$ cat src/rtl/mgmt_pkg.sv
package mgmt_pkg;
  typedef enum logic [3:0] {
    ST_IDLE, ST_DEV, ST_DEV_ACK, ST_WADR, ST_WADR_ACK,
    ST_WDAT, ST_WDAT_ACK, ST_RDAT, ST_RACK
  } bus_state_e;

  localparam logic [6:0] DEV_ADDR7 = 7'h50;
  localparam int unsigned USER_PAGE = 2;

  function automatic logic page_ok(input logic [7:0] p);
    return (p == 8'd0) || (p == 8'd2) || (p == 8'd3);
  endfunction
endpackage

$ cat src/rtl/mgmt_sel_gate.sv
module mgmt_sel_gate #(
  parameter int unsigned ON_CYC  = 20000,
  parameter int unsigned OFF_CYC = 20000
) (
  input  logic clk_i,
  input  logic rst_ni,
  input  logic sel_ni,
  output logic active_o
);
  localparam int unsigned MAXC = (ON_CYC > OFF_CYC) ? ON_CYC : OFF_CYC;
  localparam int unsigned CW   = $clog2(MAXC + 1);

  logic [1:0]    sel_q;
  logic          active_q;
  logic [CW-1:0] cnt_q;
  logic [CW-1:0] lim;

  assign lim = active_q ? CW'(OFF_CYC - 1) : CW'(ON_CYC - 1);

  always_ff @(posedge clk_i or negedge rst_ni) begin
    if (!rst_ni) begin
      sel_q    <= 2'b11;
      active_q <= 1'b0;
      cnt_q    <= '0;
    end else begin
      sel_q <= {sel_q[0], sel_ni};
      if (!sel_q[1] == active_q) begin
        cnt_q <= '0;
      end else if (cnt_q == lim) begin
        active_q <= ~active_q;
        cnt_q    <= '0;
      end else begin
        cnt_q <= cnt_q + 1'b1;
      end
    end
  end

  assign active_o = active_q;


  cnt_range_chk: assert property (@(posedge clk_i) disable iff (!rst_ni)
    cnt_q < CW'(MAXC));
endmodule

$ cat src/rtl/mgmt_bus_phy.sv
module mgmt_bus_phy #(
  parameter int unsigned SYNC = 2
) (
  input  logic clk_i,
  input  logic rst_ni,
  input  logic scl_i,
  input  logic sda_i,
  output logic scl_s_o,
  output logic sda_s_o,
  output logic scl_rise_o,
  output logic scl_fall_o,
  output logic start_o,
  output logic stop_o
);
  logic [SYNC:0] scl_q, sda_q;
  logic scl_s, scl_p, sda_s, sda_p;

  always_ff @(posedge clk_i or negedge rst_ni) begin
    if (!rst_ni) begin
      scl_q <= '1;
      sda_q <= '1;
    end else begin
      scl_q <= {scl_q[SYNC-1:0], scl_i};
      sda_q <= {sda_q[SYNC-1:0], sda_i};
    end
  end

  assign scl_s = scl_q[SYNC-1];
  assign scl_p = scl_q[SYNC];
  assign sda_s = sda_q[SYNC-1];
  assign sda_p = sda_q[SYNC];

  assign scl_s_o    = scl_s;
  assign sda_s_o    = sda_s;
  assign scl_rise_o = scl_s & ~scl_p;
  assign scl_fall_o = ~scl_s & scl_p;
  // SDA edges while SCL stays high
  assign start_o    = scl_s & scl_p & sda_p & ~sda_s;
  assign stop_o     = scl_s & scl_p & ~sda_p & sda_s;
endmodule

$ cat src/rtl/mgmt_user_page.sv
module mgmt_user_page #(
  parameter int unsigned DW    = 8,
  parameter int unsigned DEPTH = 128,
  localparam int unsigned IW   = $clog2(DEPTH)
) (
  input  logic          clk_i,
  input  logic          we_i,
  input  logic [IW-1:0] waddr_i,
  input  logic [DW-1:0] wdata_i,
  input  logic [IW-1:0] raddr_i,
  output logic [DW-1:0] rdata_o
);
  logic [DW-1:0] mem_q [DEPTH];

  always_ff @(posedge clk_i) begin
    if (we_i) mem_q[waddr_i] <= wdata_i;
  end

  assign rdata_o = mem_q[raddr_i];
endmodule

$ cat src/rtl/paged_mgmt_slave.sv
module paged_mgmt_slave
  import mgmt_pkg::*;
#(
  parameter int unsigned AW          = 8,
  parameter int unsigned DW          = 8,
  parameter int unsigned SEL_ON_CYC  = 20000,
  parameter int unsigned SEL_OFF_CYC = 20000
) (
  input  logic          clk_i,
  input  logic          rst_ni,
  input  logic          sel_ni,
  input  logic          scl_i,
  input  logic          sda_i,
  output logic          sda_oe_o,
  output logic [AW-1:0] rf_addr_o,
  output logic [DW-1:0] rf_page_o,
  input  logic [DW-1:0] rf_rdata_i,
  output logic          rf_wr_o,
  output logic [DW-1:0] rf_wdata_o,
  output logic [AW-1:0] rf_ev_addr_o,
  output logic          rf_rd_done_o
);
  localparam int unsigned HALF = 1 << (AW - 1);
  localparam int unsigned CW   = $clog2(DW + 1);
  localparam logic [AW-1:0] PSEL_ADDR = AW'(HALF - 1);
  localparam logic [CW-1:0] BITS      = CW'(DW);

  logic active, scl_s, sda_s, scl_rise, scl_fall, start_det, stop_det;

  mgmt_sel_gate #(.ON_CYC(SEL_ON_CYC), .OFF_CYC(SEL_OFF_CYC)) u_sel (
    .clk_i, .rst_ni, .sel_ni, .active_o(active)
  );

  mgmt_bus_phy #(.SYNC(2)) u_phy (
    .clk_i, .rst_ni, .scl_i, .sda_i,
    .scl_s_o(scl_s), .sda_s_o(sda_s), .scl_rise_o(scl_rise),
    .scl_fall_o(scl_fall), .start_o(start_det), .stop_o(stop_det)
  );

  bus_state_e      state_q;
  logic [CW-1:0]   cnt_q;
  logic [DW-1:0]   sh_q, page_q, wd_q, uw_d_q, up_rdata, rd_byte;
  logic [AW-1:0]   ptr_q, ev_q, ptr_inc;
  logic [AW-2:0]   uw_a_q;
  logic            oe_q, rw_q, mack_q, wr_q, rdd_q, uw_we_q;

  mgmt_user_page #(.DW(DW), .DEPTH(HALF)) u_upage (
    .clk_i, .we_i(uw_we_q), .waddr_i(uw_a_q), .wdata_i(uw_d_q),
    .raddr_i(ptr_q[AW-2:0]), .rdata_o(up_rdata)
  );

  // wrap inside the current 128-byte half
  assign ptr_inc = {ptr_q[AW-1], ptr_q[AW-2:0] + 1'b1};

  always_comb begin
    if (ptr_q == PSEL_ADDR)                            rd_byte = page_q;
    else if (ptr_q[AW-1] && page_q == DW'(USER_PAGE)) rd_byte = up_rdata;
    else                                               rd_byte = rf_rdata_i;
  end

  always_ff @(posedge clk_i or negedge rst_ni) begin
    if (!rst_ni) begin
      state_q <= ST_IDLE;
      cnt_q   <= '0;
      sh_q    <= '0;
      ptr_q   <= '0;
      page_q  <= '0;
      oe_q    <= 1'b0;
      rw_q    <= 1'b0;
      mack_q  <= 1'b0;
      wr_q    <= 1'b0;
      rdd_q   <= 1'b0;
      ev_q    <= '0;
      wd_q    <= '0;
      uw_we_q <= 1'b0;
      uw_a_q  <= '0;
      uw_d_q  <= '0;
    end else begin
      wr_q    <= 1'b0;
      rdd_q   <= 1'b0;
      uw_we_q <= 1'b0;
      if (!active || stop_det) begin
        state_q <= ST_IDLE;
        oe_q    <= 1'b0;
      end else if (start_det) begin
        state_q <= ST_DEV;
        cnt_q   <= '0;
        oe_q    <= 1'b0;
      end else begin
        case (state_q)
          ST_DEV, ST_WADR, ST_WDAT: begin
            if (scl_rise) begin
              sh_q  <= {sh_q[DW-2:0], sda_s};
              cnt_q <= cnt_q + 1'b1;
            end else if (scl_fall && cnt_q == BITS) begin
              cnt_q <= '0;
              if (state_q == ST_DEV) begin
                if (sh_q[DW-1:1] == DEV_ADDR7) begin
                  oe_q    <= 1'b1;
                  rw_q    <= sh_q[0];
                  state_q <= ST_DEV_ACK;
                end else begin
                  state_q <= ST_IDLE;
                end
              end else if (state_q == ST_WADR) begin
                ptr_q   <= sh_q[AW-1:0];
                oe_q    <= 1'b1;
                state_q <= ST_WADR_ACK;
              end else begin
                oe_q    <= 1'b1;
                state_q <= ST_WDAT_ACK;
                ptr_q   <= ptr_inc;
                if (ptr_q == PSEL_ADDR) begin
                  if (page_ok(8'(sh_q))) page_q <= sh_q;
                end else if (ptr_q[AW-1] && page_q == DW'(USER_PAGE)) begin
                  uw_we_q <= 1'b1;
                  uw_a_q  <= ptr_q[AW-2:0];
                  uw_d_q  <= sh_q;
                end else begin
                  wr_q <= 1'b1;
                  ev_q <= ptr_q;
                  wd_q <= sh_q;
                end
              end
            end
          end
          ST_DEV_ACK: if (scl_fall) begin
            cnt_q <= '0;
            if (rw_q) begin
              sh_q    <= rd_byte;
              oe_q    <= ~rd_byte[DW-1];
              state_q <= ST_RDAT;
            end else begin
              oe_q    <= 1'b0;
              state_q <= ST_WADR;
            end
          end
          ST_WADR_ACK, ST_WDAT_ACK: if (scl_fall) begin
            oe_q    <= 1'b0;
            cnt_q   <= '0;
            state_q <= ST_WDAT;
          end
          ST_RDAT: begin
            if (scl_rise) begin
              cnt_q <= cnt_q + 1'b1;
            end else if (scl_fall) begin
              if (cnt_q == BITS) begin
                oe_q    <= 1'b0;
                state_q <= ST_RACK;
              end else begin
                sh_q <= {sh_q[DW-2:0], 1'b0};
                oe_q <= ~sh_q[DW-2];
              end
            end
          end
          ST_RACK: begin
            if (scl_rise) begin
              mack_q <= ~sda_s;
              ptr_q  <= ptr_inc;
              if (!ptr_q[AW-1]) begin
                rdd_q <= 1'b1;
                ev_q  <= ptr_q;
              end
            end else if (scl_fall) begin
              cnt_q <= '0;
              if (mack_q) begin
                sh_q    <= rd_byte;
                oe_q    <= ~rd_byte[DW-1];
                state_q <= ST_RDAT;
              end else begin
                state_q <= ST_IDLE;
              end
            end
          end
          default: ;
        endcase
      end
    end
  end

  assign sda_oe_o     = oe_q;
  assign rf_addr_o    = ptr_q;
  assign rf_page_o    = page_q;
  assign rf_wr_o      = wr_q;
  assign rf_wdata_o   = wd_q;
  assign rf_ev_addr_o = ev_q;
  assign rf_rd_done_o = rdd_q;


  sda_release_chk: assert property (@(posedge clk_i) disable iff (!rst_ni)
    !active |=> !sda_oe_o);

  page_legal_chk: assert property (@(posedge clk_i) disable iff (!rst_ni)
    page_ok(8'(page_q)));

  wr_pulse_chk: assert property (@(posedge clk_i) disable iff (!rst_ni)
    rf_wr_o |=> !rf_wr_o);

  rd_done_lower_chk: assert property (@(posedge clk_i) disable iff (!rst_ni)
    rf_rd_done_o |-> !rf_ev_addr_o[AW-1]);

  ack_drive_chk: assert property (@(posedge clk_i) disable iff (!rst_ni)
    (state_q == ST_DEV_ACK || state_q == ST_WADR_ACK || state_q == ST_WDAT_ACK) |-> sda_oe_o);

  stop_idle_chk: assert property (@(posedge clk_i) disable iff (!rst_ni)
    stop_det |=> state_q == ST_IDLE);
endmodule

$ cat config.mk
export PLATFORM = sky130hd
export DESIGN_NAME = paged_mgmt_slave
export DESIGN_NICKNAME = d
export VERILOG_FILES = /design/src/rtl/mgmt_pkg.sv /design/src/rtl/mgmt_sel_gate.sv /design/src/rtl/mgmt_bus_phy.sv /design/src/rtl/mgmt_user_page.sv /design/src/rtl/paged_mgmt_slave.sv
export SDC_FILE = /design/constraint.sdc
export NUM_CORES = 1
export LEC_CHECK = 0
export BUFFER_PORTS_ARGS = -buffer_cell sky130_fd_sc_hd__buf_2
export CAP_MARGIN = 20
export CORE_MARGIN = 8
export CORE_UTILIZATION = 45
export CTS_CLUSTER_DIAMETER = 150
export DETAILED_ROUTE_END_ITERATION = 7
export PLACE_DENSITY = 0.57
export SYNTH_ARGS = -nofsm -noshare
export SYNTH_HDL_FRONTEND = slang
export SYNTH_SLANG_ARGS = --single-unit
$ cat constraint.sdc
create_clock -name clk_i -period 2.85 [get_ports clk_i]
set_clock_uncertainty 0.1 [all_clocks]
set_input_delay 0.57 -clock clk_i [delete_from_list [all_inputs] [get_ports clk_i]]
set_output_delay 0.57 -clock clk_i [all_outputs]
set_load 0.02 [all_outputs]
* After elaboration in Yosys (flattened, before gate mapping)
Memories as Yosys holds them, arrays and structs flattened.
Cells that the tools add are included.
** Operators by class
- $add $sub $neg :: 3
- Equality and inequality tests :: 47
- Muxes and demuxes :: 94
- Bitwise operators :: 23
- Reductions and logical operators :: 28
** Operator list (number)
- $mux 8 :: 23
- $mux 4 :: 18
- $ne 4x4->1 const B :: 11
- $mux 1 :: 40
- $ne 2x2->1 const B :: 17
- $pmux 8 s2 :: 2
- $pmux 8 s4 :: 1
- $mux 15 :: 2
- $reduce_and 9->1 :: 3
- $eq 8x2->1 const B :: 3
- $reduce_and 11->1 :: 2
- $pmux 4 s5 :: 1
- $eq 4x3->1 const B :: 4
- $not 1->1 :: 16
- $pmux 4 s4 :: 1
- $add 15x1->15 const B :: 1
- $eq 15x15->1 const B :: 1
- $reduce_and 7->1 :: 2
- $reduce_and 12->1 :: 1
- $reduce_and 10->1 :: 1
- $eq 4x2->1 const B :: 2
- $eq 4x4->1 const B :: 2
- $eq 8x7->1 const B :: 1
- $logic_not 8->1 :: 1
- 25 further kinds :: 39
** Word-level totals
- Flip-flop bits (word level) :: 93
- RAM bits :: 1024
- Output and inout bits :: 35
- Logic and storage cells :: 217
- Memories kept :: 1
** Memory list
- u_upage.mem_q :: depth 128, width 8, rd ports 1, clocked after Yosys merged registers in 0, wr ports 1, line mgmt_user_page.sv:13 : logic [DW-1:0] mem_q [DEPTH];

* Logic depth before layout (Yosys ltp)
Gate-level depths: netlist of the first run.
- Depth in word-level cells :: 11
- Gate-level depth with buffers :: 12
- Depth with buffers taken out :: 9

* Cells and area by module
From an unflattened synthesis of the first run, not the netlist that was laid out.
** Second synthesis, totals
- Cell total of the unflattened synthesis :: 2060
- Area total of the unflattened synthesis :: 44281.2 um^2
** By module, submodules not included
- mgmt_user_page :: instances 1, cells an instance 1626, area an instance 39496.6 um^2
- paged_mgmt_slave :: instances 1, cells an instance 342, area an instance 3741.1 um^2
- mgmt_sel_gate :: instances 1, cells an instance 82, area an instance 853.3 um^2
- mgmt_bus_phy :: instances 1, cells an instance 10, area an instance 190.2 um^2

* Worst setup path after synthesis of the first run
No wires, ideal clock.
- Path kind :: reg2reg
- Start :: register ptr_q[0] (netlist: rf_addr_o[0])
- End :: register sh_q[0]
- Setup time :: 0.140 ns
- Arrival time :: 2.433 ns
- Slack :: 0.177 ns
- Stages on the path, launching flop included :: 9
- Buffers on the path :: 2
- Clock period less this slack :: 2.673 ns
- Cells stage by stage :: dfrtp_1 > buf_6 > buf_12 > mux4_1 > mux4_2 > and2_0 > o32a_1 > o21ai_1 > a31oi_1
** On the way
- Word-level cells in the longest chain between the ends :: 7
** Ends and longest elaborated chain
- from (decl) :: line paged_mgmt_slave.sv:43 : logic [AW-1:0] ptr_q, ev_q, ptr_inc;
- from (signal assigned) :: line paged_mgmt_slave.sv:106 : ptr_q <= sh_q[AW-1:0];
- from (signal assigned) :: line paged_mgmt_slave.sv:112 : ptr_q <= ptr_inc;
- from (signal assigned) :: line paged_mgmt_slave.sv:159 : ptr_q <= ptr_inc;
- $mem_v2 128x8
- $mux 8 :: line paged_mgmt_slave.sv:57 : else if (ptr_q[AW-1] && page_q == DW'(USER_PAGE)) rd_byte = up_rdata;
- $mux 8 (*) :: line paged_mgmt_slave.sv:56 : if (ptr_q == PSEL_ADDR) rd_byte = page_q;
- $mux 8 :: line paged_mgmt_slave.sv:166 : if (mack_q) begin
- $mux 8 :: line paged_mgmt_slave.sv:164 : end else if (scl_fall) begin
- $mux 8 :: line paged_mgmt_slave.sv:157 : if (scl_rise) begin
- $pmux 8 s4 (*) :: line paged_mgmt_slave.sv:90 : case (state_q)
- to (signal assigned) :: line paged_mgmt_slave.sv:93 : sh_q <= {sh_q[DW-2:0], sda_s};
- to (signal assigned) :: line paged_mgmt_slave.sv:151 : sh_q <= {sh_q[DW-2:0], 1'b0};
- to (signal assigned) :: line paged_mgmt_slave.sv:167 : sh_q <= rd_byte;
- to (decl) :: line paged_mgmt_slave.sv:42 : logic [DW-1:0] sh_q, page_q, wd_q, uw_d_q, up_rdata, rd_byte;
Every way passes the cells marked *; elsewhere a longest branch is shown, timed or not. The select of a mux whose other input is x is not followed.
A chain may end at the register's enable or synchronous reset.

* Worst setup path in the final report of the first run
- Start :: register ptr_q[0] (netlist: rf_addr_o[0])
- End :: register sh_q[5]
Same word-level chain as after synthesis.

==> results.py, run 1 <==
metrics = {
    "timing": {
        "hold_viol_final": 0,
        "min_period_ns": 3.00,
        "setup_viol": 15,
        "worst_pin_slew_ns": 1.00,
        "max_freq_mhz": 334,
        "finalCritPeriodShare_pct": 105,
        "maxSlewViolCount": 0,
        "setup_slack_ns": -0.147,
        "max_slew_margin_pct": 33.3,
        "whs_ns": 0.254,
        "rsz0062_at_grt": "true",
    },
    "clock_tree": {
        "htreeDepth": 3,
        "tritoncts": "yes",
        "cts-buffers-inserted": 111,
        "clock_sinks": 1117,
        "clk_root_buffer_cell": "clkbuf_16",
        "worstSkewPairLatency_ns": 0.69,
        "cts.path.max_buffers": 3,
        "path_clk_slew_ns": 0.07,
    },
    "layout": {
        "utilization_pct": 54.2,
        "drive_gt1_share_pct": 31.1,
        "final_cells": 4228,
        "fill_cells": 7696,
        "diodes": 0,
        "nets": 2851,
        "area_growth_syn_to_layout_pct": 19.8,
        "fin_area_mm2": 0.0541,
    },
    "routing": {
        "via_count": 24929,
        "ant_nets": 0,
        "drt_iter0_markers": 2700,
        "drc": 0,
        "wire_per_inst_um": 28.2,
        "routed_wl_mm": 119,
        "routed_via_density": 5.90,
        "drt_pass1_iterations": 6,
    },
    "logic_synthesis": {
        "synth.top_cell.area_share_pct": 68.1,
        "synthAdderAreaFrac_pct": 0.111,
        "synth_edf_count": 1024,
        "synth-compound-area-share_pct": 4.56,
        "synth_xor_area_share_pct": 0.310,
        "ys_warn_count": 0,
        "synth_top_family_by_area": "multiplexers",
        "synth_area_per_cell_um2": 18.9,
        "muxShareOfSynthArea_pct": 14.8,
        "synth.most_common_cell": "edfxtp_1",
        "syn_area_mm2": 0.0452,
        "async_flop_share_pct": 8.33,
        "synthTopCellsByArea": "edfxtp_1 68%, mux4_2 5.9%, mux4_1 4.8%, dfrtp_1 4.7%, mux2i_1 2.9%",
        "ys_ff_latch": 1117,
        "yosysTopAreaCell": "edfxtp_1",
        "postSynthCellCount": 2387,
        "synthFlopType": "edfxtp_1",
        "synthSimpleGateAreaFrac_pct": 4.36,
        "yosysSeqAreaShare_pct": 73.2,
        "synth_common_cells": "1,024 x edfxtp_1, 187 x nor2_1, 131 x mux2i_1, 119 x mux4_2, 102 x nand2_1",
        "ys_types": 76,
        "synth.net_count": 2404,
    },
    "placement": {
        "placed_area_mm2": 0.0493,
        "port-buffer-count": 47,
        "dp.cells": 3975,
        "place.detailed.hpwl_mm": 75.9,
        "gp_congestion": 0.872,
    },
    "die": {
        "die_h_um": 333,
        "core_mm2": 0.0999,
        "die_area_mm2": 0.111,
        "initial_core_util_pct": 45.2,
        "dieWidth_um": 333,
        "pin_count": 48,
        "rows": 116,
    },
    "global_routing": {
        "grt_usage_pct": 21.1,
        "grt_max_degree": 83,
        "grt_pass1_wl_mm": 174,
        "grt_overflow": 0,
        "grt_pass1_vias": 25023,
        "grt_antenna_before_repair": 0,
    },
    "critical_path": {
        "crit_arrival_ns": 3.50,
        "required_ns": 3.35,
        "cp-end-kind": "flop",
        "critPathMaxFanout": 7,
        "critPathLaunchType": "flop",
        "setup.worst_path.class": "flop to flop",
    },
    "run": {
        "max-cap-violations": 0,
    },
    "run_status": {
        "violations": "setup timing",
        "outcome": "finished with violations",
    },
    "power_and_ir_drop": {
        "power_density_mw_per_mm2": 598,
        "p_leak_nw": 15.5,
        "peakVddDrop_uv": 468,
    },
    "hold_path": {
        "min_path_type": "flop to flop",
    },
}
==> repair_timing <==
action / 4_1_cts / 5_1_grt
hold buffers: 4 / 0
pin swaps: 40 / 36
hold endpoints to repair: 25 / 0
setup endpoints to repair: 16 / 27
gates resized for setup: 108 / 43
gates cloned: 10 / 1
setup buffers: 19 / 16
==> power by group <==
part           total [W]  internal [W]  switching, W  leakage (nW)
logic          0.0000822     0.0000286     0.0000536          5.48
clock network     0.0146       0.00847       0.00615          1.78
registers         0.0177        0.0176    0.00000973          8.26
total             0.0324        0.0261       0.00621          15.5
==> layout make-up <==
cell class                 count  area (um2)  share of cell area [%]
clock buffer                 138        2970                    5.49
tap                         1298        1620                    3.00
sequential                  1117       33100                    61.2
multi-input combinational   1122       11400                    21.0
inverter                      17        65.1                   0.120
timing repair buffer         465        4280                    7.91
clock inverter                71         694                    1.28
==> path summary, 6_finish.rpt <==
kind	start	endpoint	slack, ns	cells past startpoint
max in group asynchronous	rst_ni	u_sel.sel_q[1]$_DFF_PN1_	1.68	3
max	rf_addr_o[0]$_DFFE_PN0P_	sh_q[5]$_DFFE_PN0P_	-0.15	11
min in group asynchronous	rst_ni	cnt_q[1]$_DFFE_PN0P_	0.27	2
max reg2reg	rf_addr_o[0]$_DFFE_PN0P_	sh_q[5]$_DFFE_PN0P_	-0.15	11
min reg2reg	u_sel.sel_q[0]$_DFF_PN1_	u_sel.sel_q[1]$_DFF_PN1_	0.25	0
min	u_sel.sel_q[0]$_DFF_PN1_	u_sel.sel_q[1]$_DFF_PN1_	0.25	0
==> layer usage <==
metal	wire length (um)	track usage [%]	vias up
met5	0	0	-
met4	2410	5.21	0
met3	9100	3.61	153
met2	56400	33.7	1029
met1	51400	30.3	13048
li1	-	-	10699
==> sequential cells by signal, indices dropped and copies added (netlist names), 7 cells and up <==
name	count
uw_a_q	7
uw_d_q	8
sh_q	8
rf_addr_o	8
u_upage.mem_q	1024
rf_page_o	8
rf_ev_addr_o	8
rf_wdata_o	8
u_sel.cnt_q	15
==> per-stage QoR <==
stage / power (W) / setup TNS (ns) / setup WS (ns)
floorplan: 0.0180 / 0 / 0.177
global placement: 0.0181 / -2.73 / -0.434
detailed placement: 0.0181 / -2.89 / -0.486
CTS: 0.0326 / -1.57 / -0.160
global route: 0.0332 / -2.84 / -0.223
finish: 0.0324 / -1.29 / -0.147
==> critical path, cell delays in order, from the launching register on <==
cell and delay [ns]:
dfrtp_4 0.51, buf_12 0.16, buf_12 0.15, buf_8 0.14, mux2i_1 0.12, o221ai_1 0.23, buf_4 0.19, o22ai_1 0.08
o31ai_2 0.32, o211ai_1 0.24, or3_1 0.41, a311oi_2 0.25
==> kinds of logic (layout without fill, tap and decap cells) <==
family / Yosys count / in the layout
xor+xnor: 16 / 16
compound gates: 289 / 289
simple gates: 434 / 434
flops: 1117 / 1117
buf+inv: 148 / 691
mux: 379 / 379
fa+ha+maj: 4 / 4
==> cells in the final DEF, fill, tap and decap left out, types with 22 or more instances in the layout <==
master | netlist | final
o221ai_2 | 0 | 24
clkinv_2 | 0 | 22
nor2_1 | 187 | 186
nand3_1 | 26 | 26
o21ai_0 | 25 | 24
mux2i_1 | 131 | 124
buf_12 | 9 | 39
buf_4 | 9 | 342
dfrtp_1 | 85 | 74
mux4_2 | 119 | 129
o22ai_1 | 35 | 24
clkbuf_16 | 0 | 114
a21oi_1 | 57 | 47
edfxtp_1 | 1024 | 1024
clkinv_1 | 1 | 29
o221ai_1 | 67 | 43
nand2_1 | 102 | 100
mux4_1 | 83 | 73
mux2_2 | 46 | 43
buf_2 | 23 | 46
Power figures use the tool's default switching activity.
==> run 2, diff against run 1 <==
--- a/config.mk
+++ b/config.mk
@@ -5,7 +5,7 @@
 export SDC_FILE = /design/constraint.sdc
 export NUM_CORES = 1
 export LEC_CHECK = 0
-export BUFFER_PORTS_ARGS = -buffer_cell sky130_fd_sc_hd__buf_2
+export BUFFER_PORTS_ARGS = -buffer_cell sky130_fd_sc_hd__clkbuf_2
 export CAP_MARGIN = 20
 export CORE_MARGIN = 8
 export CORE_UTILIZATION = 45
==> constraint.sdc (replaced) <==
create_clock -name clk_i -period 2.85 [get_ports clk_i]
set_clock_uncertainty 0.1 [all_clocks]
set_input_delay 0.1425 -clock clk_i [delete_from_list [all_inputs] [get_ports clk_i]]
set_output_delay 0.1425 -clock clk_i [all_outputs]
set_load 0.02 [all_outputs]
==> run 2 against run 1 <==
Effect of this change:
- the flow still finishes with violations (setup timing)
- maximum frequency down 0.39%
- hold slack worse by 0.23 ns
- register-to-register slack about the same
- cell count down 0.80%
- clock power about the same
- critical path type unchanged
- highest routed layer unchanged
==> results.py, run 2 (synthesized netlist as in run 1, its figures left out) <==
metrics = {
    "timing": {
        "fin_tns_setup_ns": -1.11,
        "maxSlewViolCount": 0,
        "setup_viol": 9,
        "setup_slack_ns": -0.159,
        "rsz0062_at_grt": "true",
        "min_period_ns": 3.01,
        "max_freq_mhz": 332,
        "worst_pin_slew_ns": 0.951,
        "max_slew_margin_pct": 36.1,
        "finalCritPeriodShare_pct": 106,
        "hold_viol_final": 0,
    },
    "die": {
        "initial_core_util_pct": 45.2,
        "core_mm2": 0.0999,
        "dieWidth_um": 333,
        "rows": 116,
        "pin_count": 48,
        "die_area_mm2": 0.111,
        "die_h_um": 333,
    },
    "routing": {
        "wire_per_inst_um": 28.1,
        "ant_nets": 0,
        "routed_wl_mm": 118,
        "drc": 0,
        "wl_met2_mm": 54.9,
        "via_count": 24691,
        "top_layer": "met4",
        "drt_pass1_iterations": 6,
        "routed_via_density": 5.89,
        "drt_iter0_markers": 2553,
        "dr_wl_met3_mm": 9.84,
        "wl_met1_mm": 49.4,
    },
    "critical_path": {
        "critPathMaxFanout": 7,
        "critical_path.max_stage_delay_ns": 0.49,
        "cpMostUsedCell": "buf_4",
        "setup.worst_path.class": "flop to flop",
        "critPathLaunchType": "flop",
        "required_ns": 3.31,
        "slowest_stage": "dfrtp_4",
        "crit_arrival_ns": 3.47,
        "cp_num_buf_inv": 5,
        "path_delay_family": "compound AO/OA/AOI/OAI gates",
        "cp-end-kind": "flop",
        "crit_chain": "buf_12 -> clkbuf_16 -> buf_16 -> buf_4 -> mux4_2 -> o221ai_2 -> buf_4 -> o22ai_2 -> o211ai_1 -> or3_1 -> a311oi_2",
    },
    "clock_tree": {
        "htreeDepth": 3,
        "cts.path.max_buffers": 3,
        "tritoncts": "yes",
        "clock_sinks": 1117,
        "clk_root_buffer_cell": "clkbuf_16",
        "path_clk_slew_ns": 0.06,
        "cts-buffers-inserted": 111,
        "worstSkewPairLatency_ns": 0.69,
    },
    "layout": {
        "largest_register": "u_upage.mem_q",
        "diodes": 0,
        "drive_gt1_share_pct": 30.0,
        "largest_register_ffs": 1024,
        "final_cell_mix": "1,024 x edfxtp_1, 313 x buf_4, 185 x nor2_1",
        "final_common_cell": "edfxtp_1",
        "area_growth_syn_to_layout_pct": 19.5,
        "nets": 2823,
        "utilization_pct": 54.0,
        "fin_area_mm2": 0.0540,
        "largestRegisters": "u_upage.mem_q (1024), u_sel.cnt_q (15)",
    },
    "run_status": {
        "outcome": "finished with violations",
        "violations": "setup timing",
    },
    "placement": {
        "placed_area_mm2": 0.0491,
        "gp_congestion": 0.873,
        "place.detailed.hpwl_mm": 75.2,
        "port-buffer-count": 47,
    },
    "power_and_ir_drop": {
        "p_leak_nw": 15.3,
        "peakVddDrop_uv": 443,
        "power_density_mw_per_mm2": 598,
        "p_total_w": 0.0322,
    },
    "global_routing": {
        "grt_pass1_vias": 24773,
        "grt_usage_pct": 20.6,
        "grt_antenna_before_repair": 1,
        "grt_overflow": 0,
        "grt_pass1_wl_mm": 170,
        "grt_max_degree": 78,
    },
    "run": {
        "max-cap-violations": 0,
    },
    "hold_path": {
        "min_path_type": "input pin to asynchronous set/reset pin",
    },
}
## run 2: layer usage
layer | vias to the layer above | track usage [%]
met5 | - | 0
met3 | 185 | 5.04
li1 | 10655 | -
met4 | 0 | 6.72
met1 | 12802 | 28.2
met2 | 1049 | 32.6
## run 2: stage by stage
step	hold WS [ns]	std cells	setup slack, ns
floorplan	-0.253	2387	0.177
global placement	0.134	3950	-0.278
detailed placement	0.132	3950	-0.374
CTS	0.0350	4175	-0.125
global route	0.106	4194	-0.214
finish	0.0217	4194	-0.159
## run 2: where the power goes
part	internal [W]	switching, W
Sequential	0.0176	0.00000983
Clock	0.00850	0.00600
Combinational	0.0000375	0.0000589
## run 2: worst reg2reg max path, delay by kind of cell (launching register included)
family	cells	cell delay, ns
mux	1	0.36
flops	1	0.49
simple gates	1	0.39
compound gates	4	0.78
buf+inv	5	0.79
## run 2: repair_timing
action,4_1_cts,5_1_grt
hold endpoints to repair,75,0
gates resized for setup,78,64
buffers inserted,3,15
setup endpoints to repair,16,16
gates cloned,4,8
hold buffers,15,0
pin swaps,6,39
## run 2: worst paths after layout
kind | to | start | cells past startpoint | slack [ns]
setup reg to reg | sh_q[4]$_DFFE_PN0P_ | rf_addr_o[0]$_DFFE_PN0P_ | 11 | -0.16
max in group asynchronous | u_sel.cnt_q[12]$_DFF_PN0_ | rst_ni | 3 | 1.80
setup / recovery | sh_q[4]$_DFFE_PN0P_ | rf_addr_o[0]$_DFFE_PN0P_ | 11 | -0.16
hold / removal | cnt_q[1]$_DFFE_PN0P_ | rst_ni | 2 | 0.02
min in group clk_i | u_sel.sel_q[1]$_DFF_PN1_ | u_sel.sel_q[0]$_DFF_PN1_ | 0 | 0.26
hold reg to reg | u_sel.sel_q[1]$_DFF_PN1_ | u_sel.sel_q[0]$_DFF_PN1_ | 0 | 0.26
## run 2: final cells by class
class,count,area [um2]
clock buffers,147,3060
well taps,1298,1620
fillers,7751,45900
multi-input cells,1122,11400
flip-flops and latches,1117,33100
inverters,17,68.8
clock inverters,56,567
repair buffers,437,4090
